## src/rtl/cfg_unlock_pkg.sv

```systemverilog
`timescale 1ns/1ps
package cfg_unlock_pkg;
    typedef enum logic [1:0] {
        ST_LOCKED   = 2'd0,
        ST_KEY_HALF = 2'd1,
        ST_OPEN     = 2'd2
    } key_state_e;

    localparam logic [7:0] KEY_ENTER     = 8'h87;
    localparam logic [7:0] KEY_EXIT      = 8'hAA;
    localparam logic [7:0] IDX_LDN       = 8'h07;
    localparam logic [7:0] IDX_DEVID     = 8'h20;
    localparam logic [7:0] IDX_DEVREV    = 8'h21;
    localparam logic [7:0] IDX_STRAP     = 8'h26;
    localparam logic [7:0] IDX_BANK_LO   = 8'h30;
    localparam logic [7:0] IDX_ACTIVE    = 8'h30;
    localparam int         IDX_BYTES     = 'hF0;
    localparam int         STRAP_BIT     = 6;
    localparam logic [7:0] RD_IDLE       = 8'hFF;
endpackage

```

## src/rtl/cfg_port_decode.sv

```systemverilog
`timescale 1ns/1ps
module cfg_port_decode #(
    parameter int            AW      = 16,
    parameter logic [AW-1:0] BASE_LO = 16'h002E,
    parameter logic [AW-1:0] BASE_HI = 16'h004E
) (
    input  logic [AW-1:0] addr,
    input  logic          strap_hi,
    output logic          hit_idx,
    output logic          hit_data
);
    logic [AW-1:0] base;

    assign base     = strap_hi ? BASE_HI : BASE_LO;
    assign hit_idx  = (addr == base);
    assign hit_data = (addr == base + AW'(1));
endmodule

```

## src/rtl/cfg_key_fsm.sv

```systemverilog
`timescale 1ns/1ps
module cfg_key_fsm
    import cfg_unlock_pkg::*;
(
    input  logic       clk,
    input  logic       rst_n,
    input  logic       idx_wr,
    input  logic       data_wr,
    input  logic [7:0] wdata,
    output logic       open_o,
    output logic       exit_o
);
    key_state_e state_q, state_d;

    // state register
    always_ff @(posedge clk) begin
        if (!rst_n) state_q <= ST_LOCKED;
        else        state_q <= state_d;
    end

    // transitions
    always_comb begin
        state_d = state_q;
        unique case (state_q)
            ST_LOCKED: begin
                if (idx_wr && wdata == KEY_ENTER) state_d = ST_KEY_HALF;
            end
            ST_KEY_HALF: begin
                if (idx_wr && wdata == KEY_ENTER) state_d = ST_OPEN;
                else if (idx_wr || data_wr)       state_d = ST_LOCKED;
            end
            ST_OPEN: begin
                if (idx_wr && wdata == KEY_EXIT)  state_d = ST_LOCKED;
            end
            default: state_d = ST_LOCKED;
        endcase
    end

    // outputs
    always_comb begin
        open_o = (state_q == ST_OPEN);
        exit_o = (state_q == ST_OPEN) && idx_wr && (wdata == KEY_EXIT);
    end
endmodule

```

## src/rtl/cfg_ldev_bank.sv

```systemverilog
`timescale 1ns/1ps
module cfg_ldev_bank
    import cfg_unlock_pkg::*;
#(
    parameter int NUM_LDEV = 10,
    parameter int NREG     = 8
) (
    input  logic                clk,
    input  logic                rst_n,
    input  logic [7:0]          ldn,
    input  logic                wr_en,
    input  logic [7:0]          idx,
    input  logic [7:0]          wdata,
    output logic [7:0]          rdata,
    output logic [NUM_LDEV-1:0] active
);
    localparam int RDW = NUM_LDEV * 8;

    logic [RDW-1:0] rd_bus;

    for (genvar g = 0; g < NUM_LDEV; g++) begin : g_dev
        logic       act_q;
        logic [7:0] mem_q [NREG];
        logic [7:0] rd_b;
        logic       sel;

        assign sel = (ldn == 8'(g));

        always_ff @(posedge clk) begin
            if (!rst_n) begin
                act_q <= 1'b0;
                for (int r = 0; r < NREG; r++) mem_q[r] <= 8'h00;
            end else if (wr_en && sel) begin
                if (idx == IDX_ACTIVE) act_q <= wdata[0];
                for (int r = 0; r < NREG; r++) begin
                    if (idx == 8'(IDX_BYTES + r)) mem_q[r] <= wdata;
                end
            end
        end

        always_comb begin
            rd_b = 8'h00;
            if (idx == IDX_ACTIVE) rd_b = {7'b0, act_q};
            for (int r = 0; r < NREG; r++) begin
                if (idx == 8'(IDX_BYTES + r)) rd_b = mem_q[r];
            end
        end

        assign rd_bus[g*8 +: 8] = rd_b;
        assign active[g]        = act_q;
    end

    always_comb begin
        rdata = 8'h00;
        for (int g = 0; g < NUM_LDEV; g++) begin
            if (ldn == 8'(g)) rdata = rd_bus[g*8 +: 8];
        end
    end
endmodule

```

## src/rtl/cfg_port_unlock.sv

```systemverilog
`timescale 1ns/1ps
module cfg_port_unlock
    import cfg_unlock_pkg::*;
#(
    parameter int            AW       = 16,
    parameter logic [AW-1:0] BASE_LO  = 16'h002E,
    parameter logic [AW-1:0] BASE_HI  = 16'h004E,
    parameter logic [7:0]    DEV_ID   = 8'hA0,
    parameter logic [7:0]    DEV_REV  = 8'h25,
    parameter int            NUM_LDEV = 10,
    parameter int            NREG     = 8
) (
    input  logic                clk,
    input  logic                rst_n,
    input  logic                strap_hibase,
    input  logic [AW-1:0]       io_addr,
    input  logic                io_wr,
    input  logic                io_rd,
    input  logic [7:0]          io_wdata,
    output logic [7:0]          io_rdata,
    output logic                cfg_unlocked,
    output logic [7:0]          ld_sel,
    output logic [NUM_LDEV-1:0] ld_active,
    output logic                reg_wr_stb,
    output logic                reg_rd_stb,
    output logic [7:0]          reg_idx,
    output logic [7:0]          reg_wdata
);
    logic       hit_idx, hit_data;
    logic       idx_wr, data_wr;
    logic       open, exit_evt;
    logic       cfg_wr;
    logic [7:0] idx_q, ldn_q;
    logic [7:0] bank_rd;
    logic [7:0] reg_rd;

    cfg_port_decode #(
        .AW(AW), .BASE_LO(BASE_LO), .BASE_HI(BASE_HI)
    ) u_dec (
        .addr(io_addr), .strap_hi(strap_hibase),
        .hit_idx(hit_idx), .hit_data(hit_data)
    );

    assign idx_wr  = hit_idx  & io_wr;
    assign data_wr = hit_data & io_wr;

    cfg_key_fsm u_fsm (
        .clk(clk), .rst_n(rst_n),
        .idx_wr(idx_wr), .data_wr(data_wr), .wdata(io_wdata),
        .open_o(open), .exit_o(exit_evt)
    );

    assign cfg_wr = open & data_wr;

    always_ff @(posedge clk) begin
        if (!rst_n)              idx_q <= 8'h00;
        else if (exit_evt)       idx_q <= 8'h00;
        else if (open && idx_wr) idx_q <= io_wdata;
    end

    always_ff @(posedge clk) begin
        if (!rst_n)                           ldn_q <= 8'h00;
        else if (cfg_wr && idx_q == IDX_LDN)  ldn_q <= io_wdata;
    end

    cfg_ldev_bank #(
        .NUM_LDEV(NUM_LDEV), .NREG(NREG)
    ) u_bank (
        .clk(clk), .rst_n(rst_n), .ldn(ldn_q),
        .wr_en(cfg_wr && (idx_q >= IDX_BANK_LO)),
        .idx(idx_q), .wdata(io_wdata),
        .rdata(bank_rd), .active(ld_active)
    );

    always_comb begin
        unique case (idx_q)
            IDX_LDN:    reg_rd = ldn_q;
            IDX_DEVID:  reg_rd = DEV_ID;
            IDX_DEVREV: reg_rd = DEV_REV;
            IDX_STRAP:  reg_rd = 8'(strap_hibase) << STRAP_BIT;
            default:    reg_rd = (idx_q >= IDX_BANK_LO) ? bank_rd : 8'h00;
        endcase
    end

    always_comb begin
        io_rdata = RD_IDLE;
        if (open && hit_idx)  io_rdata = idx_q;
        if (open && hit_data) io_rdata = reg_rd;
    end

    assign cfg_unlocked = open;
    assign ld_sel       = ldn_q;
    assign reg_wr_stb   = cfg_wr;
    assign reg_rd_stb   = open & hit_data & io_rd;
    assign reg_idx      = idx_q;
    assign reg_wdata    = io_wdata;
endmodule

```

## config.mk

```make
export PLATFORM = sky130hd
export DESIGN_NAME = cfg_port_unlock
export DESIGN_NICKNAME = d
export VERILOG_FILES = /design/src/rtl/cfg_unlock_pkg.sv /design/src/rtl/cfg_port_decode.sv /design/src/rtl/cfg_key_fsm.sv /design/src/rtl/cfg_ldev_bank.sv /design/src/rtl/cfg_port_unlock.sv
export SDC_FILE = /design/constraint.sdc
export NUM_CORES = 1
export LEC_CHECK = 0
export BUFFER_PORTS_ARGS = -buffer_cell sky130_fd_sc_hd__buf_2
export CAP_MARGIN = 20
export CORE_MARGIN = 2
export CORE_UTILIZATION = 30
export DETAILED_ROUTE_END_ITERATION = 7
export PLACE_DENSITY = 0.54
export SLEW_MARGIN = 20
export SYNTH_ARGS = -nofsm -noshare
export SYNTH_HDL_FRONTEND = slang
export SYNTH_HIERARCHICAL = 1
export SYNTH_SLANG_ARGS = --single-unit
```

## constraint.sdc

```tcl
create_clock -name clk -period 4.32 [get_ports clk]
set_input_delay 1.08 -clock clk [delete_from_list [all_inputs] [get_ports clk]]
set_output_delay 1.08 -clock clk [all_outputs]
set_load 0.005 [all_outputs]
```

; ---- Word-level counts from Yosys, hierarchy flattened
; Memories as Yosys holds them, arrays and structs flattened.
; Cells that the tools add are included.
[totals]
ff_bits = 28
elab_cells = 614
rom_bits = 0
output_inout_bits = 45
latch_bits = 0
n_memories = 10
ram_bits = 640
inputBits = 29
[memory_table]
columns = name, depth, width, rd, rd_ports_with_merged_regs, wr, line_no
row1 = u_bank.g_dev[0].mem_q, 8, 8, 8, 0, 8, cfg_ldev_bank.sv:23  ; logic [7:0] mem_q [NREG];
row2 = u_bank.g_dev[1].mem_q, 8, 8, 8, 0, 8, cfg_ldev_bank.sv:23
row3 = u_bank.g_dev[2].mem_q, 8, 8, 8, 0, 8, cfg_ldev_bank.sv:23
row4 = u_bank.g_dev[3].mem_q, 8, 8, 8, 0, 8, cfg_ldev_bank.sv:23
row5 = u_bank.g_dev[4].mem_q, 8, 8, 8, 0, 8, cfg_ldev_bank.sv:23
row6 = u_bank.g_dev[5].mem_q, 8, 8, 8, 0, 8, cfg_ldev_bank.sv:23
row7 = +4 memories, -, -, -, -, -, -
[op_classes]
n_mux = 439
eq_ne = 31
n_bitwise = 86
n_reduce_logical = 33
div_mod_pow = 0
addsub = 1
shift = 0
n_mul = 0
n_lt_le_gt_ge = 1
[op_table]
columns = operator, n
row1 = $mux W8, 173
row2 = $mux W1, 259
row3 = $eq A8 B8 Y1 const B, 10
row4 = $or A1 B1 Y1, 80
row5 = $eq A8 B3 Y1 const B, 5
row6 = $eq A16 B16 Y1, 2
row7 = $eq A8 B6 Y1 const B, 4
row8 = $pmux W8 S4, 1
row9 = $reduce_and A2 Y1, 10
row10 = $logic_and A1 B1 Y1, 18
row11 = $add A16 B1 Y16 const B, 1
row12 = $eq A8 B2 Y1 const B, 2
row13 = $eq A8 B4 Y1 const B, 2
row14 = $eq A8 B1 Y1 const B, 1
row15 = $ge A8 B6 Y1 const B, 1
row16 = $logic_not A8 Y1, 1
row17 = $mux W2, 4
row18 = $mux W7, 1
row19 = $pmux W2 S3, 1
row20 = $and A1 B1 Y1, 5
row21 = $ne A2 B1 Y1 const B, 2
row22 = $ne A3 B1 Y1 const B, 1
row23 = $reduce_and A3 Y1, 1
row24 = $eq A2 B1 Y1 const B, 1
row25 = 5 further kinds, 5

; ---- Logic depth before layout (Yosys ltp)
[depth]
ltp_word = 23
mapped_depth = 15
depth_no_buf = 10

; ---- By module
; The synthesis kept the hierarchy.
[modules_own_cells]
columns = mod, n_inst, cells_each, area_each_um2, seq_area_each_um2
row1 = cfg_ldev_bank, 1, 2227, 28676.3, 19418.6
row2 = cfg_port_unlock, 1, 119, 960.9, 320.3
row3 = cfg_key_fsm, 1, 17, 163.9, 40.0
row4 = cfg_port_decode, 1, 12, 95.1, 0.0

; ---- Least setup slack after synthesis
; Ideal clock, no wire load.
[synth_timing]
kind = flip-flop to output port
start = register idx_q[0] (netlist: reg_idx[0])
end = output io_rdata[7]
t_arrival_ns = 2.845
path_stages_with_launch = 13
slack_ns = 0.395
cell_sequence = dfxtp_1 -> buf_4 -> buf_4 -> buf_2 -> buf_2 -> buf_2 -> mux2_2 -> a22oi_1 -> a21oi_1 -> o311ai_0 -> nand4_1 -> a221oi_1 -> a21oi_1
[synth_between]
elab_chain_cells = 22
elab_cells_between_ends = 106
cone_classes = 1 x order compare / 12 x eq/ne / 93 x mux
[synth_rtl]
columns = element, line_no
row1 = from (decl), cfg_port_unlock.sv:33  ; logic [7:0] idx_q, ldn_q;
row2 = from (signal assigned), cfg_port_unlock.sv:58  ; else if (open && idx_wr) idx_q <= io_wdata;
row3 = $eq A8 B8 Y1, cfg_ldev_bank.sv:45  ; if (idx == 8'(IDX_BYTES + r)) rd_b = mem_q[r];
row4 = $mux W8 (8 in a row), cfg_ldev_bank.sv:45
row5 = $mux W8 (9 in a row), cfg_ldev_bank.sv:56  ; if (ldn == 8'(g)) rdata = rd_bus[g*8 +: 8];
row6 = $mux W8 *, cfg_ldev_bank.sv:56
row7 = net bank_rd[7], cfg_port_unlock.sv:34  ; logic [7:0] bank_rd;
row8 = $mux W8 *, cfg_port_unlock.sv:81  ; default: reg_rd = (idx_q >= IDX_BANK_LO) ? bank_rd : 8'h00;
row9 = $pmux W8 S4 *, cfg_port_unlock.sv:76  ; unique case (idx_q)
row10 = $mux W8 *, cfg_port_unlock.sv:88  ; if (open && hit_data) io_rdata = reg_rd;
row11 = to (decl), cfg_port_unlock.sv:20  ; output logic [7:0] io_rdata,
; The timed path passes the listed nets; every way through them passes the cells marked *.

; ---- Worst setup path in the final report
; Ends and elaborated chain as after synthesis.

==> flow_summary_export.csv <==
group,metric,value,unit
global_route,grt_max_degree,61,
clock_network,clk_pin_slew,60,ps
drt,dr.pass1.iters,5,
flow_run,cap_violations,0,
synth,synth-seq-area-share,0.662,
synth,syn_inst,2375,
hold_path,hold_class,"flop to flop",
timing,finalMaxSlewViolations,0,
clock_network,numCtsBuffers,72,
synth,synth_area_per_cell,12.6,um^2
global_route,grt_pass1_wl,163000,um
timing,setup_ws,-541,ps
worst_setup_path,cp.arrival,3780,ps
synth,ys.flop_type,"edfxtp_1",
global_route,grt_antenna_before_repair,3,
power,swShare,0.223,
drt,drc,0,
worst_setup_path,critPathSlowestCell,"a222oi_1",
worst_setup_path,slowest_delay,670,ps
placement,dp_hpwl,77800,um
drt,vias,22400,
synth,ys_async_sr_fraction,0,
final_layout,drive_above_1_share,0.272,
final_layout,areaGrowthSynthToFinish,23.8,%
global_route,overflow,0,
global_route,grtUsageMet2,0.349,
power,power.internal,11.4,mW
worst_setup_path,worstSetupPathType,"flop to primary output",
synth,synth_edf_count,640,
synth,synth_cell_types,74,
drt,final_antenna_net_count,0,
drt,viasPerCell,5.62,
power,cellPowerDensity,397,nW/um^2
floorplanning,io_pins,74,
floorplanning,dieArea,102000,um^2
clock_network,htree_levels,3,
placement,pre_cts_ws,-226,ps
run_status,status,"finished with violations",
timing,min_period_over_period,1.13,
timing,rsz0062_at_grt,"yes",
final_layout,nNetsFinal,2668,
power,p_seq_frac,0.516,
worst_setup_path,critPathLaunchType,"flop",
power,p_comb_frac,0.039,
worst_setup_path,required,3240,ps
clock_network,clockBufferDepth,3,
timing,relSlewSlack,0.373,
timing,worst_slew_pin_slew,941,ps
power,p_sw,3.28,mW
synth,netlist_area,29900,um^2
placement,io_buffers,73,
clock_network,cts-root-buf,"clkbuf_16",
run_status,violations,"negative setup slack",
drt,drt_iter0_drc,2679,
power,cellLeakagePower,12.3,nW
timing,fmax,206,MHz
drt,avgRoutedWirePerCell,28.6,um
final_layout,diodes,0,
clock_network,tritoncts,"done",
timing,fin_crit,4860,ps
worst_setup_path,cp-end-kind,"primary output",
floorplanning,die_h,320,um
worst_setup_path,critPathMaxFanout,6,
power,p_clk_frac,0.445,
timing,setup_viol,8,
drt,routed_wl,114000,um
timing,fin_worst_skew,29.1,ps
floorplanning,start_util,0.303,
global_route,grt_util_met3,0.0367,
clock_network,postCtsHoldBufs,0,
global_route,met1_usage,0.303,
clock_network,clk_latency,650,ps
synth,syn-num-nets,2404,
global_route,gr-max-usage-layer,"met2",
global_route,grt_pass1_vias,21900,
clock_network,cts_sinks,668,
synth,synth_seq_cells,668,
global_route,grt_usage,0.221,
synth,ys.warnings.count,6,
power,vdd_drop_max,0.000272,V
placement,gp_congestion,0.972,
floorplanning,die_w,320,um
worst_setup_path,worstPathCellList,"buf_4 > buf_4 > buf_12 > mux4_2 > nand2_2 > nand2_2 > a222oi_1 > nand4_1 > a221oi_2 > a21oi_1 > buf_2",
timing,hold_viol_final,0,
floorplanning,rows,115,
timing,fin_tns_setup,-3770,ps
floorplanning,core,98600,um^2
-- flip-flops by register name, summed over array words and instances (netlist names) --
signal	count
u_fsm/state_q	2
u_bank/g_dev.act_q	10
reg_idx	8
ld_sel	8
u_bank/g_dev.mem_q	640
-- stage by stage --
stage / total power, mW / instance area (um^2) / cells / utilization / hold WS [ps]
detailed placement: 8.27 / 33600 / 3814 / 0.341 / 498
CTS: 14.8 / 36700 / 3972 / 0.372 / 507
global route: 15.1 / 37000 / 3985 / 0.375 / 530
finish: 14.7 / 37000 / 3985 / 0.375 / 508
floorplan: 7.92 / 29900 / 2375 / - / 465
global placement: 8.26 / 33600 / 3814 / 0.341 / 483
-- routing by layer --
layer / wire length (um) / part of all wire / up-vias
met5: 0 / 0 / -
met4: 4700 / 0.041 / 0
met3: 9850 / 0.086 / 225
met2: 52100 / 0.46 / 1240
met1: 47400 / 0.42 / 11400
li1: - / - / 9470
-- worst max-delay path: cells and delay by family, from the launching register on --
family,cells,cell delay [ps]
muxes,1,500
and+or+nand+nor,3,580
AOI/OAI and AO/OA,3,1120
DFF,1,420
buffers and inverters,4,490
-- synthesized netlist by cell type (12+ instances only) --
cell type,count,share of area
edfxtp_1,640,0.64
nor2_1,426,0.053
nand2_1,195,0.024
nor3_1,165,0.028
clkbuf_1,153,0.019
o21ai_0,119,0.020
a21oi_1,90,0.015
mux4_2,68,0.051
mux2i_1,44,0.015
nand3_1,38,0.0064
buf_2,31,0.0052
dfxtp_1,28,0.019
mux2_2,24,0.0090
buf_4,23,0.0058
a22oi_1,22,0.0055
a221oi_1,20,0.0059
o211ai_1,17,0.0043
o221ai_1,17,0.0050
inv_1,16,0.0020
o22ai_1,15,0.0031
a221o_1,14,0.0047
a22o_1,14,0.0041
and3_1,13,0.0027
nor2b_1,13,0.0027
buf_1,12,0.0015
-- layout make-up --
cell class | count | area [um^2]
clock buffers | 88 | 1920
flip-flops and latches | 668 | 19800
repair buffers | 411 | 3500
fillers | 9446 | 61600
inverters | 16 | 67.6
clock inverters | 45 | 536
multi-input cells | 1470 | 9560
well taps | 1287 | 1610
-- power by group through the flow --
stage                     clock network, mW  registers, mW  logic [mW]
after detailed placement                  0           7.70       0.568
after floorplan                           0           7.64       0.281
final                                  6.53           7.57       0.580
after global placement                    0           7.70       0.562
after global routing                   6.86           7.59       0.603
after CTS                              6.61           7.57       0.572
-- cell families after synthesis --
group           after synthesis  synth area share
buf+inv                     237            0.0344
simple gates                918             0.137
compound gates              416            0.0915
mux                         136            0.0750
flops                       668             0.662
-- path summary, 6_finish.rpt --
kind,start,end,slack (ps),cells after the start
worst max-delay path,reg_idx[0],io_rdata[7],-540,11
worst min-delay path,u_fsm/state_q[1],u_fsm/state_q[0],510,1
worst max register to register,ld_sel[7],u_bank/g_dev[7].mem_q[1][7],1110,7
worst min register to register,u_fsm/state_q[1],u_fsm/state_q[0],510,1
-- cells in the final DEF (no fill, tap or decap), drive strengths merged, types with 24 or more instances in the layout --
cell,Yosys,final
a21oi,90,90
buf,68,408
clkbuf,153,88
clkinv,0,28
dfxtp,28,28
edfxtp,640,640
mux2,24,24
mux2i,44,44
mux4,68,68
nand2,195,195
nand3,39,39
nor2,426,426
nor3,167,167
o21ai,125,125
-- repair_timing --
action                     in CTS  in global routing
pin swaps                      26                 22
gates cloned                    3                  0
gates resized for setup        86                 62
buffers inserted               23                 14
setup endpoints to repair       8                  8
Note: power is estimated with default switching activity, not from simulation.
